**src/rtl/irq_steer_pkg.sv**
```systemverilog
package irq_steer_pkg;
   typedef enum logic [1:0] {
      REG_XFER_EN = 2'd0,
      REG_DSEL    = 2'd1,
      REG_FLAG    = 2'd2,
      REG_NONE    = 2'd3
   } reg_sel_e;
endpackage

```
**src/rtl/irq_src_cell.sv**
```systemverilog
// Per-source state: pending flag, transfer-enable bit, disable-select bit.
module irq_src_cell (
   input  logic clk,
   input  logic rst_n,
   input  logic set_pulse,
   input  logic sw_clr,
   input  logic en_wr,
   input  logic en_wdata,
   input  logic dsel_wr,
   input  logic dsel_wdata,
   input  logic te_hit,
   input  logic te_cnt_zero,
   output logic flag_q,
   output logic en_q,
   output logic dsel_q
);
   logic qual, hw_en_clr, hw_flag_clr;

   // Clear qualifier: disable-select ORed with counter exhaustion
   assign qual        = dsel_q | te_cnt_zero;
   assign hw_en_clr   = te_hit & qual;
   assign hw_flag_clr = te_hit & ~qual;

   always_ff @(posedge clk) begin
      if (!rst_n) begin
         flag_q <= 1'b0;
         en_q   <= 1'b0;
         dsel_q <= 1'b0;
      end else begin
         // set dominates any clear in the same cycle
         flag_q <= set_pulse | (flag_q & ~(sw_clr | hw_flag_clr));
         if (hw_en_clr)  en_q <= 1'b0;      // hardware clear beats a write
         else if (en_wr) en_q <= en_wdata;
         if (dsel_wr)    dsel_q <= dsel_wdata;
      end
   end

   AST_QUAL_DROPS_EN: assert property (@(posedge clk) disable iff (!rst_n)
      te_hit && qual |=> !en_q);
   AST_QUAL_KEEPS_FLAG: assert property (@(posedge clk) disable iff (!rst_n)
      te_hit && qual && flag_q && !sw_clr |=> flag_q);
   AST_NOQUAL_CLEARS_FLAG: assert property (@(posedge clk) disable iff (!rst_n)
      te_hit && !qual && !set_pulse |=> !flag_q);
   AST_NOQUAL_KEEPS_EN: assert property (@(posedge clk) disable iff (!rst_n)
      te_hit && !qual && en_q && !en_wr |=> en_q);
   AST_SET_WINS: assert property (@(posedge clk) disable iff (!rst_n)
      set_pulse |=> flag_q);
   AST_HW_BEATS_WR: assert property (@(posedge clk) disable iff (!rst_n)
      te_hit && qual && en_wr && en_wdata |=> !en_q);
endmodule

```
**src/rtl/irq_pick_lowest.sv**
```systemverilog
// Lowest-index priority pick over a request vector.
module irq_pick_lowest #(
   parameter int N  = 8,
   parameter int IW = 3
) (
   input  logic [N-1:0]  req,
   output logic          any,
   output logic [IW-1:0] idx
);
   always_comb begin
      any = 1'b0;
      idx = '0;
      for (int i = N - 1; i >= 0; i--) begin
         if (req[i]) begin
            any = 1'b1;
            idx = IW'(i);
         end
      end
   end
endmodule

```
**src/rtl/irq_xfer_tracker.sv**
```systemverilog
// Holds the active activation request until its transfer-end pulse arrives.
module irq_xfer_tracker #(
   parameter int IW = 3
) (
   input  logic          clk,
   input  logic          rst_n,
   input  logic          cand_any,
   input  logic [IW-1:0] cand_idx,
   input  logic          te_valid,
   input  logic [IW-1:0] te_idx,
   output logic          busy_q,
   output logic [IW-1:0] idx_q
);
   logic done;
   assign done = te_valid && (te_idx == idx_q);

   always_ff @(posedge clk) begin
      if (!rst_n) begin
         busy_q <= 1'b0;
         idx_q  <= '0;
      end else if (busy_q) begin
         if (done) busy_q <= 1'b0;
      end else if (cand_any) begin
         busy_q <= 1'b1;
         idx_q  <= cand_idx;
      end
   end

   AST_IDX_HELD: assert property (@(posedge clk) disable iff (!rst_n)
      busy_q && !done |=> busy_q && $stable(idx_q));
   AST_RELEASE: assert property (@(posedge clk) disable iff (!rst_n)
      busy_q && done |=> !busy_q);
endmodule

```
**src/rtl/irq_steer_top.sv**
```systemverilog
module irq_steer_top
   import irq_steer_pkg::*;
#(
   parameter int N_SRC = 8,
   parameter int IDX_W = (N_SRC > 1) ? $clog2(N_SRC) : 1
) (
   input  logic             clk,
   input  logic             rst_n,
   input  logic [N_SRC-1:0] flag_set,
   input  logic             wr_en,
   input  logic [1:0]       wr_addr,
   input  logic [N_SRC-1:0] wr_data,
   input  logic [1:0]       rd_addr,
   output logic [N_SRC-1:0] rd_data,
   input  logic             te_valid,
   input  logic [IDX_W-1:0] te_idx,
   input  logic             te_cnt_zero,
   output logic             act_req,
   output logic [IDX_W-1:0] act_idx,
   output logic             cpu_irq,
   output logic [N_SRC-1:0] cpu_pend
);
   localparam int MIN_IW = (N_SRC > 1) ? $clog2(N_SRC) : 1;

   if (N_SRC < 2 || N_SRC > 32) begin : g_bad_count
      $error("irq_steer_top: N_SRC must lie in 2..32");
   end
   if (IDX_W < MIN_IW) begin : g_bad_width
      $error("irq_steer_top: IDX_W too narrow for N_SRC");
   end

   logic [N_SRC-1:0] flag_v, en_v, dsel_v, eligible;
   logic             wr_en_sel, wr_dsel_sel, wr_flag_sel;
   logic             cand_any;
   logic [IDX_W-1:0] cand_idx;

   assign wr_en_sel   = wr_en && (wr_addr == REG_XFER_EN);
   assign wr_dsel_sel = wr_en && (wr_addr == REG_DSEL);
   assign wr_flag_sel = wr_en && (wr_addr == REG_FLAG);

   for (genvar i = 0; i < N_SRC; i++) begin : g_src
      irq_src_cell u_cell (
         .clk         (clk),
         .rst_n       (rst_n),
         .set_pulse   (flag_set[i]),
         .sw_clr      (wr_flag_sel & wr_data[i]),
         .en_wr       (wr_en_sel),
         .en_wdata    (wr_data[i]),
         .dsel_wr     (wr_dsel_sel),
         .dsel_wdata  (wr_data[i]),
         .te_hit      (te_valid && (te_idx == IDX_W'(i))),
         .te_cnt_zero (te_cnt_zero),
         .flag_q      (flag_v[i]),
         .en_q        (en_v[i]),
         .dsel_q      (dsel_v[i])
      );
   end

   assign eligible = flag_v & en_v;
   assign cpu_pend = flag_v & ~en_v;
   assign cpu_irq  = |cpu_pend;

   irq_pick_lowest #(.N(N_SRC), .IW(IDX_W)) u_pick (
      .req (eligible),
      .any (cand_any),
      .idx (cand_idx)
   );

   irq_xfer_tracker #(.IW(IDX_W)) u_trk (
      .clk      (clk),
      .rst_n    (rst_n),
      .cand_any (cand_any),
      .cand_idx (cand_idx),
      .te_valid (te_valid),
      .te_idx   (te_idx),
      .busy_q   (act_req),
      .idx_q    (act_idx)
   );

   always_comb begin
      case (reg_sel_e'(rd_addr))
         REG_XFER_EN: rd_data = en_v;
         REG_DSEL:    rd_data = dsel_v;
         REG_FLAG:    rd_data = flag_v;
         default:     rd_data = '0;
      endcase
   end

   AST_GRANT_PICK: assert property (@(posedge clk) disable iff (!rst_n)
      !act_req && cand_any |=> act_req && act_idx == $past(cand_idx));
   AST_ENABLED_NOT_CPU: assert property (@(posedge clk) disable iff (!rst_n)
      ((flag_v & en_v) & cpu_pend) == '0);
endmodule

```
**config.mk**
```make
export PLATFORM = sky130hd
export DESIGN_NAME = irq_steer_top
export DESIGN_NICKNAME = d
export VERILOG_FILES = /design/src/rtl/irq_steer_pkg.sv /design/src/rtl/irq_src_cell.sv /design/src/rtl/irq_pick_lowest.sv /design/src/rtl/irq_xfer_tracker.sv /design/src/rtl/irq_steer_top.sv
export SDC_FILE = /design/constraint.sdc
export NUM_CORES = 1
export LEC_CHECK = 0
export BUFFER_PORTS_ARGS = -buffer_cell sky130_fd_sc_hd__buf_4
export CAP_MARGIN = 20
export CORE_ASPECT_RATIO = 0.5
export CORE_UTILIZATION = 45
export CTS_BUF_LIST = sky130_fd_sc_hd__clkbuf_4 sky130_fd_sc_hd__clkbuf_8
export DETAILED_ROUTE_END_ITERATION = 6
export PLACE_DENSITY = 0.7
export SLEW_MARGIN = 15
export SYNTH_ARGS = -nofsm -noshare
export SYNTH_HDL_FRONTEND = slang
export SYNTH_SLANG_ARGS = --single-unit
```
**constraint.sdc**
```tcl
create_clock -name clk -period 2.1 [get_ports clk]
set_input_delay 0.105 -clock clk [delete_from_list [all_inputs] [get_ports clk]]
set_output_delay 0.105 -clock clk [all_outputs]
set_load 0.005 [all_outputs]
```
==> flow_summary_export.csv, run 1 <==
group,metric,value,unit
clock_network,clock_latency,280,ps
logic_synthesis,avgSynthCellArea,8.079,µm²
clock_network,hold_buffers,0,
setup_path,path_cells,"nor2b_1 > nor4_1 > nand2_1 > buf_4",
setup_path,crit_family,"simple AND/OR/NAND/NOR gates",
placed_design,hpwl,3.326,mm
sta,setup_viol,0,
pwr,cellPowerDensity,632.4,nW/µm²
clock_network,numCtsBuffers,3,
drt,ant_nets,0,
pwr,switching_power,339.6,µW
finish,area_growth_syn_to_layout,28.22,%
placed_design,place_ws,669.4,ps
setup_path,cp-end-kind,"primary output",
drt,drt_iter0_markers,200,
setup_path,reg2reg_setup_slack,620,ps
drt,routedWlPerCell,15.72,µm
logic_synthesis,synth_area_leaders,"dfxtp_1 35%, mux2i_1 10%, nor2b_1 9.8%",
logic_synthesis,synth.yosys.seq_area_share,35.22,%
setup_path,r2r_cells,4,
setup_path,arrival,1440,ps
sta,tightest_slew,698.0,ps
sta,clock_skew,3.080,ps
sta,max-slew-margin-rel,53.33,%
pwr,peakVddDrop,0.2877,mV
clock_network,post_cts_buffers,0,
clock_network,clk_pin_slew,100,ps
clock_network,ctsResizeCount,0,
floorplan,rows,14,
floorplan,die-area,3793,µm²
grt,grt_pass1_wl,7.341,mm
logic_synthesis,syn_area,1592,µm²
placed_design,gp_congestion,0.8765,
floorplan,coreArea,3188,µm²
setup_path,slowest_delay,380,ps
worst_hold_path,hold_path_depth,3,
grt,grt_max_degree,30,
pwr,sw_frac_of_total,26.32,%
drt,viasPerCell,5.674,
setup_path,cp.required,2000,ps
pwr,p_leak,0.0008450,µW
clock_network,cts_max_path_buffers,2,
worst_hold_path,min_to,"g_src[2].u_cell.flag_q",
worst_hold_path,min_from,"flag_set[2]",
grt,overflow,0,
grt,antenna_found_initial,0,
sta,setup_ws,555.8,ps
setup_path,crit_buf_inv,1,
clock_network,cts_sinks,28,
setup_path,reg2reg_to,"u_trk.idx_q[0]",
job,maxCapViolCount,0,
finish,n_antenna_cell,0,
logic_synthesis,ys_seq_elements,28,
logic_synthesis,yosysUniqueCellTypes,31,
outcome,status,"complete, no violations",
placed_design,io_buffers,48,
sta,rsz0062_at_grt,"false",
drt,wl,4.528,mm
sta,final.min_clock_period,1544,ps
pwr,power.share.combinational,19.7,%
logic_synthesis,yosys_warnings,0,
sta,fmax,647.6,MHz
logic_synthesis,synth_edf_count,0,
finish,drive_above_1_share,22.50,%
setup_path,cp_max_fo,5,
logic_synthesis,synth_top_area_share,35.22,%
drt,first_pass_iters,4,
clock_network,clock-root-buffer,"clkbuf_8",
drt,remaining_drc_errors,0,
floorplan,initial_core_util,49.92,%
floorplan,dieHeight,44.05,µm
grt,grt_pass1_vias,1479,
drt,vias,1634,
setup_path,cp-start-kind,"flop",
pwr,p_clk_share,33.6,%
grt,gr-usage-all-layers,25.66,%
setup_path,critPathSlowestCell,"nor4_1",
sta,finalSetupTns,0,ps
logic_synthesis,synth_top_cell_by_area,"dfxtp_1",
pwr,intPower,951.0,µW
setup_path,timing.rr.start,"g_src[3].u_cell.flag_q",
setup_path,crit_type,"reg2out",
worst_hold_path,hp-class,"in2reg",
logic_synthesis,syn_nets,225,
pwr,seqPwrFrac,46.6,%
sta,slew_viol_final,0,
logic_synthesis,async_flop_share,0,%
sta,hold_violations,0,
finish,final_common_cell,"buf_4",
logic_synthesis,syn-instance-count,197,
finish,final_cell_mix,"48 x buf_4, 28 x dfxtp_1, 25 x nor2b_1, 25 x nand2_1, 17 x nor2_1",
logic_synthesis,synth-main-ff-cell,"dfxtp_1",
finish,nets,269,
clock_network,htreeDepth,1,
floorplan,die_width,86.11,µm
clock_network,cts_tree,"yes",
floorplan,io_pins,49,
sta,fin_crit_sh,73.53,%
power by group through the flow:
stage	sequential (µW)	combinational, µW	clock, µW
3_3_place_gp	612	249	0
4_1_cts	600	255	439
2_1_floorplan	601	136	0
5_1_grt	606	281	462
6_report	602	255	434
3_5_place_dp	612	254	0
sequential cells by signal, indices dropped and copies added (netlist names):
register	count
g_src.u_cell.dsel_q	8
g_src.u_cell.en_q	8
g_src.u_cell.flag_q	8
u_trk.idx_q	3
u_trk.busy_q	1
Yosys cell counts, types with 2 or more instances:
| cell type | n |
|---|---|
| clkbuf_1 | 4 |
| o31ai_1 | 2 |
| o32ai_1 | 7 |
| or4_1 | 8 |
| nand2b_1 | 3 |
| a31oi_1 | 10 |
| o21ai_0 | 12 |
| dfxtp_1 | 28 |
| a22o_1 | 4 |
| nand2_1 | 25 |
| nor4_1 | 3 |
| inv_1 | 3 |
| a32o_1 | 2 |
| xnor2_1 | 3 |
| nor2b_1 | 25 |
| o21ai_1 | 8 |
| mux2i_1 | 16 |
| a21oi_1 | 3 |
| buf_2 | 3 |
| nor2_1 | 17 |
cells by family after synthesis:
logic type / count (synthesis) / synth area share (%)
buffers and inverters: 12 / 3.380
xor gates and xnor gates: 3 / 1.651
DFF: 28 / 35.22
muxes: 16 / 10.06
and+or+nand+nor: 89 / 29.80
AOI/OAI and AO/OA: 49 / 19.89
worst max-delay path by stage:
| stage | start | end | slack [ps] | cells after the start |
|---|---|---|---|---|
| 2_1_floorplan | g_src[3].u_cell.flag_q | u_trk.idx_q[0] | 870 | 4 |
| 3_3_place_gp | g_src[3].u_cell.flag_q | u_trk.idx_q[0] | 720 | 4 |
| 3_5_place_dp | g_src[3].u_cell.flag_q | u_trk.idx_q[0] | 670 | 4 |
| 4_1_cts | g_src[2].u_cell.flag_q | cpu_irq | 550 | 4 |
| 5_1_grt | g_src[3].u_cell.en_q | cpu_irq | 470 | 4 |
| 6_report | g_src[2].u_cell.flag_q | cpu_irq | 560 | 4 |
worst register-to-register path, cell delays in order (launching register included):
cell	delay [ps]
dfxtp_1	370
a22o_1	270
nor4_1	520
o211ai_1	150
o31ai_1	90
metal layers:
| metal | vias up | part of all wire, % | track usage [%] |
|---|---|---|---|
| met1 | 745 | 47 | 40.00 |
| met2 | 87 | 42 | 36.67 |
| met3 | 0 | 11 | 5.410 |
| li1 | 802 | - | - |
| met4 | 0 | 0 | 4.000 |
| met5 | - | 0 | 0 |
final cells by class:
class | instances | area, µm²
multi-input cells | 157 | 977.2
clock inverters | 1 | 30.03
clock buffers | 3 | 41.29
fillers | 286 | 1147
flip-flops and latches | 28 | 560.5
repair buffers | 48 | 360.3
well taps | 48 | 60.06
inverters | 3 | 11.26
metrics by stage:
stage | hold WS [ps] | cell area (µm²) | cells | util (%) | power, µW
after detailed placement | 339.1 | 1969 | 284 | 61.77 | 866.2
after global routing | 60.93 | 2041 | 288 | 64.01 | 1349
final | 47.34 | 2041 | 288 | 64.01 | 1291
after global placement | 331.7 | 1969 | 284 | 61.77 | 861.6
after floorplan | 243.8 | 1592 | 197 | - | 736.9
after CTS | 46.15 | 2041 | 288 | 64.01 | 1294
Power figures use the tool's default switching activity.
==> inputs of run 2 (changes only) <==
- ABC_AREA: not set -> 1
- PLACE_DENSITY: 0.7 -> 0.72
- clock period: 2.1 -> 1.32 ns (I/O delays scaled with it)
==> flow_summary_export.csv, run 2 <==
group,metric,value,unit
finish,drive_above_1_share,31.07,%
floorplan,coreArea,3171,µm²
finish,area_growth_syn_to_layout,31.49,%
logic_synthesis,synth_top_cell_by_area,"dfxtp_1",
placed_design,gp_congestion,0.8756,
clock_network,cts_max_path_buffers,2,
pwr,p_leak,0.0009712,µW
sta,worst_hold_slack,-4.417,ps
floorplan,dieHeight,43.92,µm
grt,overflow,0,
drt,drt_iter0_markers,144,
logic_synthesis,synth.yosys.seq_area_share,35.44,%
sta,setup_viol,0,
sta,hold_violations,1,
logic_synthesis,syn_nets,258,
worst_hold_path,hp-class,"in2reg",
clock_network,cts_sinks,28,
setup_path,cp.required,1250,ps
placed_design,hpwl,3.519,mm
finish,n_antenna_cell,0,
placed_design,dp_cells,323,
setup_path,crit_type,"reg2out",
drt,viasPerCell,5.381,
logic_synthesis,avgSynthCellArea,6.876,µm²
logic_synthesis,async_flop_share,0,%
grt,grt_pass1_vias,1513,
logic_synthesis,yosys_warnings,0,
sta,max-slew-margin-rel,71.26,%
pwr,peakVddDrop,0.6408,mV
grt,grt_max_degree,18,
logic_synthesis,syn_area,1582,µm²
setup_path,crit_start,"g_src[1].u_cell.flag_q",
drt,ant_nets,0,
setup_path,timing.rr.start,"g_src[1].u_cell.flag_q",
finish,final_cell_mix,"58 x nand2_1, 50 x buf_4, 30 x inv_1",
clock_network,numCtsBuffers,3,
floorplan,die_width,85.84,µm
drt,vias,1765,
sta,rsz0062_at_grt,"true",
pwr,cellPowerDensity,923.4,nW/µm²
floorplan,initial_core_util,49.88,%
grt,antenna_found_initial,0,
outcome,violations,"negative hold slack",
drt,first_pass_iters,4,
clock_network,clock-root-buffer,"clkbuf_8",
setup_path,reg2reg_to,"u_trk.idx_q[0]",
logic_synthesis,yosysUniqueCellTypes,26,
sta,clock_skew,2.156,ps
finish,final_common_cell,"nand2_1",
logic_synthesis,synth_area_leaders,"dfxtp_1 35%, nand2_1 14%, inv_1 8.1%",
placed_design,io_buffers,48,
sta,fin_crit_sh,96.83,%
outcome,status,"finished with violations",
logic_synthesis,synth_most_common_cell,"nand2_1",
finish,multi_input_area,865.8,µm²
setup_path,cp-end-kind,"primary output",
job,maxCapViolCount,0,
clock_network,clk_pin_slew,90,ps
drt,wl,4.767,mm
grt,grt_pass1_wl,7.610,mm
drt,routedWlPerCell,14.53,µm
sta,slew_viol_final,0,
setup_path,critPathCapture,"cpu_irq",
setup_path,arrival,1210,ps
logic_synthesis,synth-main-ff-cell,"dfxtp_1",
clock_network,cts_tree,"yes",
finish,final-instance-count-excl-fill,328,
floorplan,rows,14,
sta,final.min_clock_period,1278,ps
clock_network,clock_latency,280,ps
logic_synthesis,synth_top_area_share,35.44,%
setup_path,cp-start-kind,"flop",
finish,top_regs,"g_src.u_cell.dsel_q x8, g_src.u_cell.en_q x8, g_src.u_cell.flag_q x8",
grt,gr-usage-all-layers,27.20,%
floorplan,io_pins,49,
sta,finalSetupTns,0,ps
logic_synthesis,syn-instance-count,230,
setup_path,reg2reg_setup_slack,140,ps
setup_path,cp_max_fo,3,
logic_synthesis,synth_edf_count,0,
drt,remaining_drc_errors,0,
sta,tightest_slew,429.5,ps
finish,nets,310,
clock_network,htreeDepth,1,
floorplan,die-area,3770,µm²
finish,final-seq-area,578.1,µm²
logic_synthesis,ys_seq_elements,28,
finish,nFillCells,292,
setup_path,r2r_cells,8,
logic_synthesis,ys_top_cells_by_count,"58 x nand2_1, 34 x inv_1, 28 x dfxtp_1, 27 x nor2_1",
sta,fmax,782.4,MHz
## run 2: worst max-delay path, stage by stage, from the launching register on
cell and delay, ps:
dfxtp_2 350, inv_2 60, nor2_2 40, nor4_2 260
nand2_1 80, buf_4 140
## run 2: how the worst min path moves through the flow
stage	startpoint	endpoint	depth (start not counted)	slack [ps]
finish	flag_set[2]	g_src[2].u_cell.flag_q	3	-4
global route	flag_set[2]	g_src[2].u_cell.flag_q	3	0.4
CTS	flag_set[2]	g_src[2].u_cell.flag_q	3	0.8
detailed placement	flag_set[3]	g_src[3].u_cell.flag_q	3	280
global placement	flag_set[3]	g_src[3].u_cell.flag_q	3	270
floorplan	flag_set[1]	g_src[1].u_cell.flag_q	2	180
## run 2: report_power, final
| group | total [µW] | switching, µW | internal, µW | leakage, µW |
|---|---|---|---|---|
| clock | 476 | 270 | 206 | 0.0000216 |
| combinational | 487 | 262 | 225 | 0.000715 |
| sequential | 958 | 51.1 | 907 | 0.000235 |
| total | 1920 | 583 | 1340 | 0.000971 |
## run 2: timing repair
action | in CTS | in global routing
gates cloned | 0 | 0
endpoints found under the setup margin | 1 | 1
endpoints found under the hold margin | 2 | 0
resized for setup | 2 | 18
hold buffers | 2 | 0
pin swaps | 0 | 3
buffers inserted | 0 | 0
## run 2: final cells by class
type                    count  share of cell area (%)
multi-input cells         160                   41.64
flip-flops and latches     28                   27.80
repair buffers             52                   19.01
inverters                  37                   6.679
well taps                  48                   2.888
clock buffers               3                   1.986
## run 2: routing by layer
metal	vias to the layer above	wire (µm)	share of wire (%)	track usage [%]
li1	875	-	-	-
met3	6	498	10	7.810
met5	-	0	0	0
met2	77	2090	44	40.64
met1	807	2129	45	38.91
met4	0	48	1.0	6.333
## run 2: logic make-up after synthesis
family                    Yosys count  share of synthesized area, %
AOI/OAI and AO/OA                  54                         24.21
DFF                                28                         35.44
xor gates and xnor gates            3                         1.662
and+or+nand+nor                   103                         28.16
buffers and inverters              42                         10.52
## run 2: stage by stage
stage                     total power [µW]  hold WS [ps]  instance area [µm²]  setup slack, ps  util [%]
after floorplan                       1207         183.7                 1582            300.3         -
after global placement                1431         270.8                 1989            195.7     62.75
after detailed placement              1442         280.3                 1989            164.8     62.75
after CTS                             1900        0.8422                 2053            4.445     64.76
after global routing                  2031        0.3503                 2079           -57.72     65.59
final                                 1920        -4.417                 2079            41.81     65.59
==> inputs of run 3 (changes only) <==
- CORE_UTILIZATION: 45 -> 53
- MAX_ROUTING_LAYER: not set -> met4
- PLACE_DENSITY: 0.72 -> 0.8
- clock period: 1.32 -> 1.3 ns (I/O delays scaled with it)
==> flow_summary_export.csv, run 3 (same netlist as run 2, synthesis figures left out) <==
group,metric,value,unit
placed_design,place_ws,141.4,ps
grt,overflow,0,
clock_network,cts_sinks,28,
finish,final_cell_mix,"58 x nand2_1, 51 x buf_4, 30 x inv_1",
clock_network,clock-root-buffer,"clkbuf_8",
clock_network,clk_pin_slew,100,ps
floorplan,initial_core_util,58.22,%
setup_path,critPathSlowestCell,"dfxtp_1",
pwr,power.share.combinational,23.1,%
setup_path,crit_buf_inv,1,
placed_design,hpwl,3.507,mm
pwr,p_clk_share,32.2,%
drt,wl,4.740,mm
finish,n_antenna_cell,0,
drt,drt_iter0_markers,202,
clock_network,cts_tree,"yes",
drt,remaining_drc_errors,0,
sta,worst_hold_slack,-6.398,ps
grt,antenna_found_initial,0,
placed_design,gp_congestion,0.8907,
setup_path,arrival,1210,ps
setup_path,cp.required,1240,ps
grt,gr-usage-all-layers,31.68,%
sta,tightest_slew,460.1,ps
floorplan,die_width,79.25,µm
finish,fin_util,77.29,%
drt,viasPerCell,5.627,
pwr,switching_power,609.5,µW
setup_path,timing.rr.start,"g_src[5].u_cell.flag_q",
grt,grt_pass1_wl,7.072,mm
sta,setup_viol,0,
placed_design,io_buffers,48,
sta,rsz0062_at_grt,"true",
clock_network,cts_max_path_buffers,2,
setup_path,crit_start,"g_src[2].u_cell.en_q",
grt,grt_max_degree,18,
job,maxCapViolCount,0,
setup_path,cp-end-kind,"primary output",
sta,fmax,784.1,MHz
sta,final.min_clock_period,1275,ps
clock_network,clock_latency,280,ps
setup_path,cp-start-kind,"flop",
clock_network,numCtsBuffers,3,
clock_network,htreeDepth,1,
drt,ant_nets,0,
setup_path,path_cells,"nor2_1 > nor4_1 > nand2_1 > buf_4",
finish,drive_above_1_share,30.85,%
pwr,intPower,1565,µW
sta,hold_violations,3,
finish,area_growth_syn_to_layout,32.75,%
finish,final_common_cell,"nand2_1",
finish,top_regs,"g_src.u_cell.dsel_q x8, g_src.u_cell.en_q x8, g_src.u_cell.flag_q x8",
floorplan,io_pins,49,
sta,setup_ws,24.61,ps
outcome,status,"finished with violations",
pwr,peakVddDrop,0.7648,mV
pwr,sw_frac_of_total,28.03,%
floorplan,coreArea,2716,µm²
setup_path,slowest_delay,400,ps
sta,slew_viol_final,0,
sta,fin_crit_sh,98.11,%
sta,max-slew-margin-rel,69.21,%
finish,nets,311,
drt,first_pass_iters,5,
drt,routedWlPerCell,14.86,µm
drt,vias,1795,
floorplan,rows,13,
pwr,cellPowerDensity,1036,nW/µm²
grt,grt_pass1_vias,1421,
pwr,seqPwrFrac,44.7,%
floorplan,dieHeight,40.63,µm
pwr,p_leak,0.0009885,µW
worst_hold_path,hp-class,"in2reg",
floorplan,die-area,3220,µm²
worst_hold_path,min_from,"flag_set[5]",
setup_path,crit_family,"flip-flops",
outcome,violations,"negative hold slack",
setup_path,crit_type,"reg2out",
sta,clock_skew,7.794,ps
setup_path,cp_max_fo,4,
## run 3: area by class of cell
class                   count  area, µm²
clock buffers               3      41.29
flip-flops and latches     28      571.8
multi-input cells         160      868.3
inverters                  37      138.9
well taps                  37      46.29
repair buffers             53      402.9
clock inverters             1      30.03
fillers                   212      616.8
## run 3: timing repair
item | in CTS | in global routing
hold endpoints to repair | 1 | 1
buffers inserted | 0 | 1
endpoints found under the setup margin | 1 | 1
hold buffers | 1 | 1
pin swaps | 1 | 3
resized for setup | 3 | 14
gates cloned | 0 | 0
## run 3: per-layer routing
layer | global-route usage, % | vias to the layer above | wire length, µm
met5 | - | - | 0
met4 | 5.909 | 0 | 91
met3 | 7.778 | 21 | 540
met2 | 49.78 | 123 | 2068
met1 | 42.27 | 779 | 2039
li1 | - | 872 | -
## run 3: tightest hold or removal path: cells and delay by family
family          cells  cell delay, ps
compound gates      1              30
buf+inv             1              80
simple gates        1              80
## run 3: final timing paths
| kind | end | slack [ps] | depth (start not counted) |
|---|---|---|---|
| max | cpu_irq | 20 | 4 |
| min | g_src[5].u_cell.flag_q | -6 | 3 |
| max reg2reg | u_trk.idx_q[0] | 120 | 8 |
| min reg2reg | g_src[4].u_cell.flag_q | 510 | 2 |
## run 3: power by group through the flow
stage          registers (µW)  clock network [µW]  logic (µW)
2_1_floorplan             973                   0         252
3_3_place_gp              982                   0         469
3_5_place_dp              985                   0         478
4_1_cts                   967                 697         483
5_1_grt                   981                 737         547
6_report                  973                 700         502
## run 3: stage by stage
stage / TNS [ps] / power (µW) / cell area (µm²) / cells
floorplan: 0 / 1226 / 1582 / 230
global placement: 0 / 1451 / 1976 / 312
detailed placement: 0 / 1463 / 1976 / 312
CTS: 0 / 2147 / 2061 / 317
global route: -35.48 / 2265 / 2100 / 319
finish: 0 / 2174 / 2100 / 319
